`src/rtl/ecc_sched_pkg.sv`:
```
package ecc_sched_pkg;
  typedef enum logic [1:0] {
    LVL_C4 = 2'd0,
    LVL_C3 = 2'd1,
    LVL_C2 = 2'd2,
    LVL_C1 = 2'd3
  } ecc_lvl_e;
endpackage

```
`src/rtl/sched_tick_timer.sv`:
```
module sched_tick_timer #(
  parameter int INTERVAL = 1024
) (
  input  logic clk,
  input  logic rst_n,
  output logic tick
);
  localparam int TW = $clog2(INTERVAL + 1);
  localparam logic [TW-1:0] LAST = TW'(INTERVAL - 1);

  logic [TW-1:0] tcnt_q, tcnt_n;

  always_comb begin
    tick   = (tcnt_q == LAST);
    tcnt_n = tick ? '0 : tcnt_q + 1'b1;
  end

  always_ff @(posedge clk or negedge rst_n) begin
    if (!rst_n) tcnt_q <= '0;
    else        tcnt_q <= tcnt_n;
  end

  // expiries are separated by at least one quiet cycle
  assert_tick_gap_R3: assert property (@(posedge clk) disable iff (!rst_n)
    (tick && INTERVAL > 1) |=> !tick);
endmodule

```
`src/rtl/sched_dispatch.sv`:
```
module sched_dispatch #(
  parameter int N = 8
) (
  input  logic                           clk,
  input  logic                           rst_n,
  input  logic                           tick,
  input  logic                           test_done,
  output logic                           test_req,
  output logic [((N > 1) ? $clog2(N) : 1)-1:0] test_region,
  output logic                           upd
);
  localparam int RW = (N > 1) ? $clog2(N) : 1;
  localparam logic [RW-1:0] LAST = RW'(N - 1);

  logic          busy_q, busy_n;
  logic          pend_q, pend_n;
  logic [RW-1:0] ptr_q, ptr_n;
  logic          start, fin;

  always_comb begin
    start  = !busy_q && (tick || pend_q);
    fin    = busy_q && test_done;
    busy_n = start ? 1'b1 : (fin ? 1'b0 : busy_q);
    pend_n = start ? (pend_q && tick) : (pend_q || (tick && busy_q));
    ptr_n  = fin ? ((ptr_q == LAST) ? '0 : ptr_q + 1'b1) : ptr_q;
  end

  always_ff @(posedge clk or negedge rst_n) begin
    if (!rst_n) begin
      busy_q <= 1'b0;
      pend_q <= 1'b0;
      ptr_q  <= '0;
    end else begin
      busy_q <= busy_n;
      pend_q <= pend_n;
      ptr_q  <= ptr_n;
    end
  end

  assign test_req    = busy_q;
  assign test_region = ptr_q;
  assign upd         = fin;

  // request held with a stable region until the engine answers
  assert_req_hold_R5: assert property (@(posedge clk) disable iff (!rst_n)
    (test_req && !test_done) |=> (test_req && $stable(test_region)));
  // a stray done leaves the region pointer alone
  assert_stray_done_R5: assert property (@(posedge clk) disable iff (!rst_n)
    !test_req |=> $stable(test_region));
  // completion advances to the next region with wrap
  assert_round_robin_R4: assert property (@(posedge clk) disable iff (!rst_n)
    (test_req && test_done) |=> (test_region ==
      (($past(test_region) == LAST) ? '0 : $past(test_region) + 1'b1)));
  // a new request only follows an expiry or a held expiry
  assert_start_cause_R6: assert property (@(posedge clk) disable iff (!rst_n)
    $rose(test_req) |-> ($past(tick) || $past(pend_q)));
endmodule

```
`src/rtl/sched_region_track.sv`:
```
module sched_region_track
  import ecc_sched_pkg::*;
#(
  parameter int TH1 = 2,
  parameter int TH2 = 10,
  parameter int TH3 = 7000
) (
  input  logic     clk,
  input  logic     rst_n,
  input  logic     upd,
  input  logic     fail,
  output ecc_lvl_e lvl,
  output logic     flag
);
  localparam int CW = $clog2(TH3 + 1);
  localparam logic [CW-1:0] T1 = CW'(TH1);
  localparam logic [CW-1:0] T2 = CW'(TH2);
  localparam logic [CW-1:0] T3 = CW'(TH3);

  logic [CW-1:0] cnt_q, cnt_n;
  logic          flag_q, flag_n;

  always_comb begin
    cnt_n  = cnt_q;
    flag_n = flag_q;
    if (upd) begin
      if (fail) begin
        cnt_n  = '0;
        flag_n = 1'b1;
      end else if (cnt_q < T3) begin
        cnt_n = cnt_q + 1'b1;
      end
    end
  end

  always_ff @(posedge clk or negedge rst_n) begin
    if (!rst_n) begin
      cnt_q  <= '0;
      flag_q <= 1'b0;
    end else if (upd) begin
      cnt_q  <= cnt_n;
      flag_q <= flag_n;
    end
  end

  always_comb begin
    if (cnt_q >= T3)      lvl = LVL_C1;
    else if (cnt_q >= T2) lvl = LVL_C2;
    else if (cnt_q >= T1) lvl = LVL_C3;
    else                  lvl = LVL_C4;
  end
  assign flag = flag_q;

  // a failing round restores the heaviest code and raises the flag
  assert_fail_restore_R9: assert property (@(posedge clk) disable iff (!rst_n)
    (upd && fail) |=> (lvl == LVL_C4 && flag));
  // flag is sticky
  assert_flag_sticky_R9: assert property (@(posedge clk) disable iff (!rst_n)
    flag |=> flag);
  // without a failure the code only gets lighter
  assert_monotone_R7: assert property (@(posedge clk) disable iff (!rst_n)
    !(upd && fail) |=> (lvl >= $past(lvl)));
  // count saturates at the final threshold
  assert_saturate_R8: assert property (@(posedge clk) disable iff (!rst_n)
    cnt_q <= T3);
  // no completion for this region, no change
  assert_untouched_R10: assert property (@(posedge clk) disable iff (!rst_n)
    !upd |=> ($stable(lvl) && $stable(flag)));
endmodule

```
`src/rtl/ecc_profile_sched.sv`:
```
module ecc_profile_sched
  import ecc_sched_pkg::*;
#(
  parameter int N        = 8,
  parameter int INTERVAL = 1024,
  parameter int TH1      = 2,
  parameter int TH2      = 10,
  parameter int TH3      = 7000
) (
  input  logic                                 clk,
  input  logic                                 rst_n,
  output logic                                 test_req,
  output logic [((N > 1) ? $clog2(N) : 1)-1:0] test_region,
  output logic                                 test_guard,
  input  logic                                 test_done,
  input  logic                                 test_fail,
  output logic [2*N-1:0]                       lvl_all,
  output logic [N-1:0]                         fail_flags
);
  localparam int RW = (N > 1) ? $clog2(N) : 1;

  logic tick;
  logic upd;

  sched_tick_timer #(.INTERVAL(INTERVAL)) u_timer (
    .clk   (clk),
    .rst_n (rst_n),
    .tick  (tick)
  );

  sched_dispatch #(.N(N)) u_disp (
    .clk         (clk),
    .rst_n       (rst_n),
    .tick        (tick),
    .test_done   (test_done),
    .test_req    (test_req),
    .test_region (test_region),
    .upd         (upd)
  );

  for (genvar i = 0; i < N; i++) begin : g_rgn
    ecc_lvl_e lvl_i;
    logic     hit_i;
    assign hit_i = upd && (test_region == RW'(i));

    sched_region_track #(.TH1(TH1), .TH2(TH2), .TH3(TH3)) u_trk (
      .clk   (clk),
      .rst_n (rst_n),
      .upd   (hit_i),
      .fail  (test_fail),
      .lvl   (lvl_i),
      .flag  (fail_flags[i])
    );
    assign lvl_all[2*i +: 2] = lvl_i;
  end

  assign test_guard = 1'b1;
endmodule

```
`config.mk`:
```
export PLATFORM = sky130hd
export DESIGN_NAME = ecc_profile_sched
export DESIGN_NICKNAME = d
export VERILOG_FILES = /design/src/rtl/ecc_sched_pkg.sv /design/src/rtl/sched_tick_timer.sv /design/src/rtl/sched_dispatch.sv /design/src/rtl/sched_region_track.sv /design/src/rtl/ecc_profile_sched.sv
export SDC_FILE = /design/constraint.sdc
export NUM_CORES = 1
export LEC_CHECK = 0
export BUFFER_PORTS_ARGS = -buffer_cell sky130_fd_sc_hd__buf_2
export CAP_MARGIN = 5
export CORE_MARGIN = 3
export CORE_UTILIZATION = 44
export DETAILED_ROUTE_END_ITERATION = 16
export GPL_TIMING_DRIVEN = 0
export PLACE_DENSITY_LB_ADDON = 0.3
export REMOVE_ABC_BUFFERS = 1
export SYNTH_ARGS = -nofsm -noshare
export SYNTH_HDL_FRONTEND = slang
export SYNTH_SLANG_ARGS = --single-unit
```
`constraint.sdc`:
```
create_clock -name clk -period 2.6 [get_ports clk]
set_input_delay 0.13 -clock clk [delete_from_list [all_inputs] [get_ports clk]]
set_output_delay 0.13 -clock clk [all_outputs]
set_load 0.05 [all_outputs]
```
==> results by group, run 1 <==
Status
  – Outcome: completed

Timing
  – RSZ-0062 raised after global routing: no
  – Worst-margin pin slew: 1.12 ns
  – Fin crit share: 89.9%
  – Clock Skews: 0.0126 ns
  – Worst slew margin: 25.0%
  – Final setup fails: 0
  – Max Slew Vio Count: 0
  – Setup TNS: 0 ns
  – Fmax: 0.428 GHz
  – Final period demand of the worst path: 2.34 ns
  – Fin. Hold Viols: 0
  – Hold_ws: 0.146 ns

Job
  – Max cap viols: 0

Layout
  – Share of cells above drive strength 1: 10.6%
  – Cell area after layout: 8650 um^2
  – Number of fill cells in the layout: 1617
  – Area occupied by multi-input gates: 4190 um^2
  – N_diodes: 0
  – Sequential cell area: 3200 um^2
  – Final Util: 49.8%
  – Final #Nets: 888
  – P&R area growth vs syn: 10.4%

Synth
  – Post-Syn Area: 7830 um^2
  – Top FF cell, synth: dfrtp_1
  – Top post-synthesis cells by area: dfrtp_1 (41%), nand2_1 (3.9%), ha_1 (3.7%), nor2_1 (3.6%), o21ai_0 (3.4%)
  – Post-Syn Instances: 865
  – Count leader, synth: dfrtp_1
  – Async SR Flop Fraction: 100%
  – Number of flops mapped to enable cells by yosys: 0
  – Yosys cell types: 83
  – Top cell type's share of synthesized area: 40.9%
  – Synthesized area per cell: 9.06 um^2
  – Top cells by count, synth: dfrtp_1 (128), nand2_1 (82), nor2_1 (75)
  – Yosys top cell by area: dfrtp_1
  – #FFs+latches synth: 128
  – Seq/Total Area, Yosys: 40.9%
  – Ys Warns: 0

Placement
  – HPWL Detailed: 11.0 mm
  – IO buf count: 31
  – Placed Area: 8010 um^2
  – GP Congestion: 0.850

Critical path
  – Worst setup path endpoint: g_rgn[0].u_trk.cnt_q[5]
  – Peak fanout along the critical path: 12
  – WP data required: 2.94 ns
  – Worst setup EP type: flip-flop
  – Crit path DAT: 2.67 ns
  – Worst Reg-to-Reg Cells: 7
  – Critical path class: flip-flop to flip-flop
  – Critical R2R Launch: u_disp.test_region[0]
  – Critical Path Source: u_disp.test_region[0]
  – Worst Setup Start Kind: flip-flop
  – R2r setup slk: 0.26 ns
  – RR Endpoint: g_rgn[0].u_trk.cnt_q[5]

Clocking
  – Cts bufs inserted: 17
  – Max Buffers Root-to-Sink: 2
  – Post-CTS Setup Bufs: 0
  – Reg clk slew, reported paths: 0.06 ns
  – Clock root buffer: clkbuf_16
  – TritonCTS clock tree: done
  – Htree depth: 4
  – Skew-Pair Late Insertion Delay: 0.43 ns
  – Clk sinks: 128

Die
  – I/O pins: 33
  – DIE AREA: 19400 um^2
  – Die Ht: 139 um
  – FP Rows: 48
  – Area of the core: 17400 um^2
  – Chip width: 139 um
  – Initial core utilization: 45.1%

Pwr
  – Clk pwr share: 54.9%
  – Power Dens Cells: 537 nW/um^2
  – Logic pwr share: 2.1%
  – Switching pwr: 1000 uW
  – Max IR drop VDD: 0.463 mV
  – Int Pwr: 3640 uW
  – Sequential share of power: 42.9%
  – P_leak: 0.00377 uW
  – Pwr Total: 4650 uW
  – Net Sw Frac: 21.6%

Route
  – DR vias/cell: 5.88
  – Routed Wire Length: 16.9 mm
  – DRT Pass-1 Iters: 4
  – Post-DRT Antenna Nets: 0
  – Via total after detailed routing: 6463
  – # DRC: 0
  – DR iter-0 viols: 507
  – Routed wire length per instance: 15.4 um

Global routing
  – First-pass GRT wire length: 29.6 mm
  – Total GRT Usage: 18.1%
  – Largest net degree at the start of global routing: 79
  – Vias in the first global route: 6074
  – Initial antenna violation count: 0
  – Total congestion overflow: 0

Hold path
  – Worst Hold Class: primary input to flip-flop
kinds of logic after synthesis:
kind of cell	share of synthesized area (%)
and+or+nand+nor	23.0
AOI/OAI and AO/OA	24.1
DFF	40.9
buffers and inverters	5.69
adders and majority gates	3.80
xor gates and xnor gates	1.57
muxes	0.910
other	0.0479
stage by stage:
| stage | setup WS, ns | instances |
|---|---|---|
| finish | 0.263 | 1099 |
| global route | 0.0451 | 1099 |
| CTS | 0.250 | 1099 |
| detailed placement | -0.212 | 1066 |
| global placement | -1.54 | 1064 |
| floorplan | -0.0894 | 808 |
cells in the final DEF, fill, tap and decap left out, drive strengths merged, types with 11 or more instances in the layout:
cell and instances:
and2 14, buf 33, ha 23, o21ai 56, nor2 75, nor4 22, nand4 28, nor3 23
a21oi 32, nand2 83, dfrtp 128, o211ai 13, inv 33, a31oi 29, clkbuf 19, nand3 51
a41oi 11, a211o 13
routing by layer:
layer,GRT usage (%),vias to the layer above,share of wire [%]
met5,0,-,0
met4,7.57,0,2.0
met3,3.47,25,2.3
met2,27.9,82,45
met1,25.1,3116,51
li1,-,3240,-
registers in the layout (all words and copies together) (netlist names):
name and flops:
g_rgn.u_trk.cnt_q 104, u_timer.tcnt_q 11, g_rgn.u_trk.flag 8, u_disp.test_region 3
u_disp.pend_q 1, u_disp.test_req 1
repair_timing:
item	CTS	global route
hold endpoints to repair	51	0
gates resized for setup	0	0
hold buffers	1	0
power groups by stage:
stage          clock network, uW  registers, uW  logic [uW]
6_report                    2550           1990        99.8
3_5_place_dp                   0           2030         104
2_1_floorplan                  0           2030        18.3
4_1_cts                     2600           1990         105
3_3_place_gp                   0           2030        92.6
5_1_grt                     2700           1990         114
critical path, cell delays in order (launching register included):
cell,delay (ns)
dfrtp_1,0.44
inv_1,0.11
ha_1,0.26
nand4b_4,0.20
or3_1,0.37
o32ai_2,0.46
o21ai_0,0.20
a31oi_1,0.20
worst min path at each step:
| stage | startpoint | endpoint | slack (ns) | cells past startpoint |
|---|---|---|---|---|
| global route | test_done | u_disp.test_region[2] | 0.18 | 3 |
| CTS | test_done | u_disp.test_region[2] | 0.13 | 3 |
| global placement | g_rgn[5].u_trk.flag | g_rgn[5].u_trk.flag | 0.43 | 1 |
| floorplan | rst_n | g_rgn[0].u_trk.cnt_q[0] | -0.17 | 0 |
| detailed placement | rst_n | g_rgn[5].u_trk.cnt_q[0] | 0.12 | 1 |
| finish | test_done | u_disp.test_region[2] | 0.15 | 3 |
cell type report:
type                    count  share of cell area, %
flip-flops and latches    128                   37.0
inverters                  33                   1.43
repair buffers             34                   2.65
clock buffers              19                   5.12
well taps                 225                   3.25
multi-input cells         647                   48.4
clock inverters            13                   2.15
Power figures use the tool's default switching activity.
==> run 2: changes to the inputs <==
--- a/config.mk
+++ b/config.mk
@@ -11,7 +11,6 @@
 export CORE_UTILIZATION = 44
 export DETAILED_ROUTE_END_ITERATION = 16
 export GPL_TIMING_DRIVEN = 0
-export PLACE_DENSITY_LB_ADDON = 0.3
 export REMOVE_ABC_BUFFERS = 1
 export SYNTH_ARGS = -nofsm -noshare
 export SYNTH_HDL_FRONTEND = slang
==> constraint.sdc (replaced) <==
create_clock -name clk -period 2.6 [get_ports clk]
set_input_delay 0.26 -clock clk [delete_from_list [all_inputs] [get_ports clk]]
set_output_delay 0.26 -clock clk [all_outputs]
set_load 0.05 [all_outputs]
==> results by group, run 2 (synthesized netlist as in run 1, its figures left out) <==
Critical path
  – Critical R2R Launch: u_disp.test_region[0] (unchanged)
  – Worst Reg-to-Reg Cells: 7 (unchanged)
  – Peak fanout along the critical path: 12 (unchanged)
  – RR Endpoint: g_rgn[0].u_trk.cnt_q[5] (unchanged)
  – R2r setup slk: 0.26 ns (about the same)
  – Critical path class: flip-flop to flip-flop (unchanged)
  – Worst setup EP type: flip-flop (unchanged)
  – Crit path DAT: 2.68 ns (was 2.67 ns)
  – WP data required: 2.93 ns (was 2.94 ns)
  – Worst Setup Start Kind: flip-flop (unchanged)

Layout
  – Largest register FFs: 104 (unchanged)
  – Largest Register: g_rgn.u_trk.cnt_q (unchanged)
  – P&R area growth vs syn: 11.1% (was 10.4%)
  – Commonest non-fill, non-tap cells in the layout: dfrtp_1 (128), nand2_1 (82), nor2_1 (75), o21ai_0 (54), nand3_1 (51) (unchanged)
  – N_diodes: 0 (unchanged)
  – Cell Count, Final, Fillers Out: 1099 (unchanged)
  – Most common cell after layout, fill and taps aside: dfrtp_1 (unchanged)
  – Final #Nets: 888 (unchanged)
  – Share of cells above drive strength 1: 10.8% (was 10.6%)

Die
  – Initial core utilization: 45.1% (unchanged)
  – Die Ht: 139 um (unchanged)
  – I/O pins: 33 (unchanged)
  – DIE AREA: 19400 um^2 (unchanged)
  – FP Rows: 48 (unchanged)
  – Chip width: 139 um (unchanged)
  – Area of the core: 17400 um^2 (unchanged)

Route
  – DRT Pass-1 Iters: 5 (was 4)
  – Via total after detailed routing: 6655 (was 6463)
  – DR vias/cell: 6.06 (was 5.88)
  – DR iter-0 viols: 401 (was 507)
  – # DRC: 0 (unchanged)
  – Post-DRT Antenna Nets: 0 (unchanged)
  – Routed Wire Length: 17.6 mm (was 16.9 mm)
  – Routed wire length per instance: 16.1 um (was 15.4 um)

Timing
  – Fin. Hold Viols: 0 (unchanged)
  – Fin crit share: 90.1% (was 89.9%)
  – Final period demand of the worst path: 2.34 ns (about the same)
  – Hold_ws: 0.306 ns (was 0.146 ns)
  – Worst slew margin: 26.3% (was 25.0%)
  – Final setup fails: 0 (unchanged)
  – Fmax: 0.427 GHz (was 0.428 GHz)
  – Worst-margin pin slew: 1.10 ns (was 1.12 ns)
  – Clock Skews: 0.00974 ns (was 0.0126 ns)
  – RSZ-0062 raised after global routing: no (unchanged)
  – Max Slew Vio Count: 0 (unchanged)

Hold path
  – Worst Hold Class: primary input to flip-flop (unchanged)
  – Hold Crit Depth: 3 (unchanged)
  – WHS Endpoint: u_disp.test_region[2] (unchanged)
  – Hold path start: test_done (unchanged)

Global routing
  – Initial antenna violation count: 0 (unchanged)
  – Total congestion overflow: 0 (unchanged)
  – Vias in the first global route: 6247 (was 6074)
  – Largest net degree at the start of global routing: 79 (unchanged)
  – First-pass GRT wire length: 30.4 mm (was 29.6 mm)
  – Total GRT Usage: 18.5% (was 18.1%)

Clocking
  – Skew-Pair Late Insertion Delay: 0.42 ns (was 0.43 ns)
  – Max Buffers Root-to-Sink: 2 (unchanged)
  – Clock root buffer: clkbuf_16 (unchanged)
  – Clk sinks: 128 (unchanged)
  – TritonCTS clock tree: done (unchanged)
  – Htree depth: 4 (unchanged)
  – Cts bufs inserted: 17 (unchanged)
  – Reg clk slew, reported paths: 0.06 ns (about the same)

Pwr
  – Max IR drop VDD: 0.403 mV (was 0.463 mV)
  – Pwr Total: 4840 uW (was 4650 uW)
  – P_leak: 0.00381 uW (was 0.00377 uW)
  – Power Dens Cells: 556 nW/um^2 (was 537 nW/um^2)

Placement
  – GP Congestion: 0.875 (was 0.850)
  – Placed Cells: 1066 (unchanged)
  – IO buf count: 31 (unchanged)
  – HPWL Detailed: 11.6 mm (was 11.0 mm)

Job
  – Max cap viols: 0 (unchanged)

Status
  – Outcome: completed (unchanged)
run 2: worst max path at each step:
stage	startpoint	endpoint
finish	u_disp.test_region[0]	g_rgn[0].u_trk.cnt_q[5]
global route	u_disp.test_region[0]	g_rgn[0].u_trk.cnt_q[5]
CTS	test_fail	g_rgn[6].u_trk.cnt_q[12]
detailed placement	test_fail	g_rgn[6].u_trk.cnt_q[12]
global placement	test_fail	g_rgn[6].u_trk.cnt_q[12]
floorplan	g_rgn[1].u_trk.cnt_q[8]	lvl_all[2]
run 2: routing by layer:
layer / track usage [%] / wire length, um / share of wire [%]
met1: 24.8 / 8350 / 47
met2: 30.3 / 8490 / 48
met3: 3.23 / 499 / 2.8
met4: 6.85 / 301 / 1.7
met5: 0 / 0 / 0
run 2: what timing repair did:
action | CTS | global route
buffers inserted | 0 | 0
hold endpoints to repair | 56 | 0
hold buffers | 1 | 0
resized for setup | 0 | 1
setup endpoints to repair | 0 | 5
run 2: stage by stage:
| step | setup WS, ns | TNS (ns) | cell area [um^2] | util [%] |
|---|---|---|---|---|
| floorplan | -0.219 | -1.43 | 7510 | - |
| global placement | -1.62 | -134.69 | 7950 | 45.8 |
| detailed placement | -0.356 | -4.07 | 8010 | 46.2 |
| CTS | 0.133 | 0 | 8700 | 50.1 |
| global route | 0.0561 | 0 | 8700 | 50.2 |
| finish | 0.258 | 0 | 8700 | 50.2 |
run 2: area by class of cell:
class                           count  area [um^2]
Fill cell                        1561         8650
Multi-Input combinational cell    647         4190
Timing Repair Buffer               34          229
Inverter                           33          128
Clock inverter                     11          208
Tap cell                          225          282
Clock buffer                       21          470
Sequential cell                   128         3200
run 2: power breakdown:
group,switching [uW],internal (uW),leakage (uW),total [uW]
Sequential,0.969,1990,0.00173,2000
Clock,874,1870,0.000333,2740
Combinational,82.0,20.4,0.00175,102
Total,957,3880,0.00381,4840
run 2: critical path, stage by stage (launching register included):
cell and delay, ns:
dfrtp_1 0.44, inv_1 0.11, ha_1 0.27, nand4b_4 0.20, or3_1 0.37, o32ai_2 0.46, o21ai_0 0.20, a31oi_1 0.21
==> run 3: changes to the inputs <==
--- a/config.mk
+++ b/config.mk
@@ -5,6 +5,7 @@
 export SDC_FILE = /design/constraint.sdc
 export NUM_CORES = 1
 export LEC_CHECK = 0
+export ABC_AREA = 1
 export BUFFER_PORTS_ARGS = -buffer_cell sky130_fd_sc_hd__buf_2
 export CAP_MARGIN = 5
 export CORE_MARGIN = 3
==> results by group, run 3 <==
Status
  – Outcome: completed (unchanged)

Critical path
  – R2r setup slk: 0.20 ns (was 0.26 ns)
  – Critical R2R Launch: u_disp.test_req (was u_disp.test_region[0])
  – Worst Reg-to-Reg Cells: 6 (was 7)
  – Worst setup EP type: flip-flop (unchanged)
  – Worst Setup Start Kind: flip-flop (unchanged)
  – WP data required: 2.95 ns (was 2.93 ns)
  – Peak fanout along the critical path: 15 (was 12)
  – RR Endpoint: g_rgn[6].u_trk.cnt_q[2] (was g_rgn[0].u_trk.cnt_q[5])
  – Critical path class: flip-flop to flip-flop (unchanged)
  – Crit path DAT: 2.75 ns (was 2.68 ns)

Placement
  – Placement Setup Slack: 0.115 ns (was -0.356 ns)
  – Placed Cells: 1599 (was 1066)
  – GP Congestion: 0.863 (was 0.875)
  – IO buf count: 31 (unchanged)
  – HPWL Detailed: 13.3 mm (was 11.6 mm)

Clocking
  – Skew-Pair Late Insertion Delay: 0.42 ns (about the same)
  – TritonCTS clock tree: done (unchanged)
  – Cts bufs inserted: 17 (unchanged)
  – Htree depth: 4 (unchanged)
  – Max Buffers Root-to-Sink: 2 (unchanged)
  – Clock root buffer: clkbuf_16 (unchanged)
  – Reg clk slew, reported paths: 0.06 ns (about the same)
  – Clk sinks: 128 (unchanged)

Timing
  – Clock Skews: 0.00834 ns (was 0.00974 ns)
  – Fmax: 0.417 GHz (was 0.427 GHz)
  – Worst slew margin: 40.8% (was 26.3%)
  – Worst-margin pin slew: 0.889 ns (was 1.10 ns)
  – Fin crit share: 92.1% (was 90.1%)
  – Final setup fails: 0 (unchanged)
  – Fin. Hold Viols: 0 (unchanged)
  – Max Slew Vio Count: 0 (unchanged)
  – RSZ-0062 raised after global routing: no (unchanged)
  – Final period demand of the worst path: 2.40 ns (was 2.34 ns)
  – Final worst setup slack: 0.204 ns (was 0.258 ns)

Route
  – DRT Pass-1 Iters: 5 (unchanged)
  – DR iter-0 viols: 374 (was 401)
  – DR vias/cell: 4.98 (was 6.06)
  – Via total after detailed routing: 8133 (was 6655)
  – Routed wire length per instance: 12.2 um (was 16.1 um)
  – Routed Wire Length: 19.9 mm (was 17.6 mm)
  – Post-DRT Antenna Nets: 0 (unchanged)
  – # DRC: 0 (unchanged)

Synth
  – Ys Warns: 0 (unchanged)
  – Count leader, synth: nand2_1 (was dfrtp_1)
  – Post-Syn Instances: 1348 (was 865)
  – Seq/Total Area, Yosys: 36.9% (was 40.9%)
  – Top FF cell, synth: dfrtp_1 (unchanged)
  – Yosys top cell by area: dfrtp_1 (unchanged)
  – #FFs+latches synth: 128 (unchanged)
  – Top post-synthesis cells by area: dfrtp_1 (37%), nand2_1 (21%), nand3_1 (9.3%), nor2_1 (8.9%), inv_1 (6.1%) (was dfrtp_1 (41%), nand2_1 (3.9%), ha_1 (3.7%), nor2_1 (3.6%), o21ai_0 (3.4%))
  – Yosys cell types: 32 (was 83)
  – Post-Syn Area: 8690 um^2 (was 7830 um^2)
  – Top cells by count, synth: nand2_1 (497), nor2_1 (205), nand3_1 (161) (was dfrtp_1 (128), nand2_1 (82), nor2_1 (75))
  – Number of flops mapped to enable cells by yosys: 0 (unchanged)
  – Synthesized area per cell: 6.44 um^2 (was 9.06 um^2)
  – Async SR Flop Fraction: 100% (unchanged)
  – Top cell type's share of synthesized area: 36.9% (was 40.9%)

Die
  – FP Rows: 50 (was 48)
  – DIE AREA: 21500 um^2 (was 19400 um^2)
  – Chip width: 147 um (was 139 um)
  – Area of the core: 19000 um^2 (was 17400 um^2)
  – I/O pins: 33 (unchanged)
  – Die Ht: 147 um (was 139 um)
  – Initial core utilization: 45.7% (was 45.1%)

Global routing
  – Largest net degree at the start of global routing: 71 (was 79)
  – Total congestion overflow: 0 (unchanged)
  – First-pass GRT wire length: 35.4 mm (was 30.4 mm)
  – Initial antenna violation count: 0 (unchanged)
  – Vias in the first global route: 7736 (was 6247)
  – Total GRT Usage: 19.4% (was 18.5%)

Pwr
  – Power Dens Cells: 574 nW/um^2 (was 556 nW/um^2)
  – P_leak: 0.00488 uW (was 0.00381 uW)
  – Pwr Total: 5510 uW (was 4840 uW)
  – Max IR drop VDD: 0.453 mV (was 0.403 mV)

Layout
  – Most common cell after layout, fill and taps aside: nand2_1 (was dfrtp_1)
  – Cell Count, Final, Fillers Out: 1632 (was 1099)
  – Commonest non-fill, non-tap cells in the layout: nand2_1 (495), nor2_1 (205), nand3_1 (160), inv_1 (140), dfrtp_1 (128) (was dfrtp_1 (128), nand2_1 (82), nor2_1 (75), o21ai_0 (54), nand3_1 (51))
  – N_diodes: 0 (unchanged)
  – Largest Register: g_rgn.u_trk.cnt_q (unchanged)
  – Final #Nets: 1386 (was 888)
  – Largest register FFs: 104 (unchanged)
  – P&R area growth vs syn: 10.5% (was 11.1%)
  – Share of cells above drive strength 1: 5.61% (was 10.8%)

Job
  – Max cap viols: 0 (unchanged)

Hold path
  – Worst Hold Class: primary input to async pin (was primary input to flip-flop)
-- run 3: cell types whose count changed after synthesis, moves of 19 or more --
cell / change
inv_1: +109
nand3_1: +110
a31oi_1: -29
nor4_1: -19
nand2_1: +415
o21ai_0: -33
nor2_1: +130
-- run 3: how the worst max path moves through the flow --
| stage | cells past startpoint | start | endpoint | slack [ns] |
|---|---|---|---|---|
| floorplan | 5 | g_rgn[6].u_trk.cnt_q[5] | lvl_all[12] | 0.27 |
| global placement | 6 | test_fail | g_rgn[0].u_trk.cnt_q[6] | -1.08 |
| detailed placement | 6 | u_disp.test_req | g_rgn[6].u_trk.cnt_q[11] | 0.11 |
| CTS | 6 | u_disp.test_req | g_rgn[6].u_trk.cnt_q[11] | 0.10 |
| global route | 6 | u_disp.test_req | g_rgn[6].u_trk.cnt_q[2] | 0.02 |
| finish | 6 | u_disp.test_req | g_rgn[6].u_trk.cnt_q[2] | 0.20 |
-- run 3: where the power goes --
group | switching (uW) | internal, uW
sequential | 146 | 2090
combinational | 659 | 231
clock | 877 | 1510
-- run 3: metrics by stage --
stage	utilization, %	hold WS, ns	setup TNS (ns)	area [um^2]
global route	50.5	0.459	0	9600
floorplan	-	-0.0356	0	8460
detailed placement	47.2	0.304	0	8980
global placement	47.0	0.440	-147.41	8940
CTS	50.4	0.427	0	9590
finish	50.5	0.406	0	9600
-- run 3: area by class of cell --
cell class	instances	area, um^2
tap	260	325
clock inverter	9	106
multi-input combinational	1037	4740
clock buffer	23	488
sequential	128	3200
fill	1966	9420
timing repair buffer	33	201
inverter	142	533
-- run 3: per-layer routing --
metal | vias up | track usage, % | share of wire (%)
met5 | - | 0 | 0
met4 | 0 | 5.83 | 0.95
met3 | 18 | 4.38 | 4.2
met2 | 129 | 30.9 | 45
met1 | 3693 | 26.5 | 50
li1 | 4293 | - | -
-- run 3: logic make-up (layout without fill, tap and decap cells) --
| group | count (synthesis) | in the layout | share of synthesized area [%] |
|---|---|---|---|
| buffers and inverters | 183 | 207 | 8.70 |
| other | 1 | 1 | 0.0432 |
| AND/OR/NAND/NOR | 927 | 927 | 44.6 |
| AO/OA/AOI/OAI | 67 | 67 | 4.55 |
| flip-flops | 128 | 128 | 36.9 |
| XOR/XNOR | 19 | 19 | 1.92 |
| adder cells (fa/ha/maj) | 23 | 23 | 3.31 |
-- run 3: timing repair --
| action | in CTS | in global routing |
|---|---|---|
| hold buffers | 1 | 0 |
| resized for setup | 0 | 3 |
| endpoints found under the setup margin | 0 | 26 |
| buffers inserted | 0 | 0 |
| endpoints found under the hold margin | 65 | 0 |
-- run 3: worst max-delay path, stage by stage (launching register included) --
cell and delay, ns:
dfrtp_1 0.43, nand2_1 0.36, nor3_2 0.50, nand2_1 0.46
nand2_1 0.42, nand2_1 0.09, nand2_1 0.06
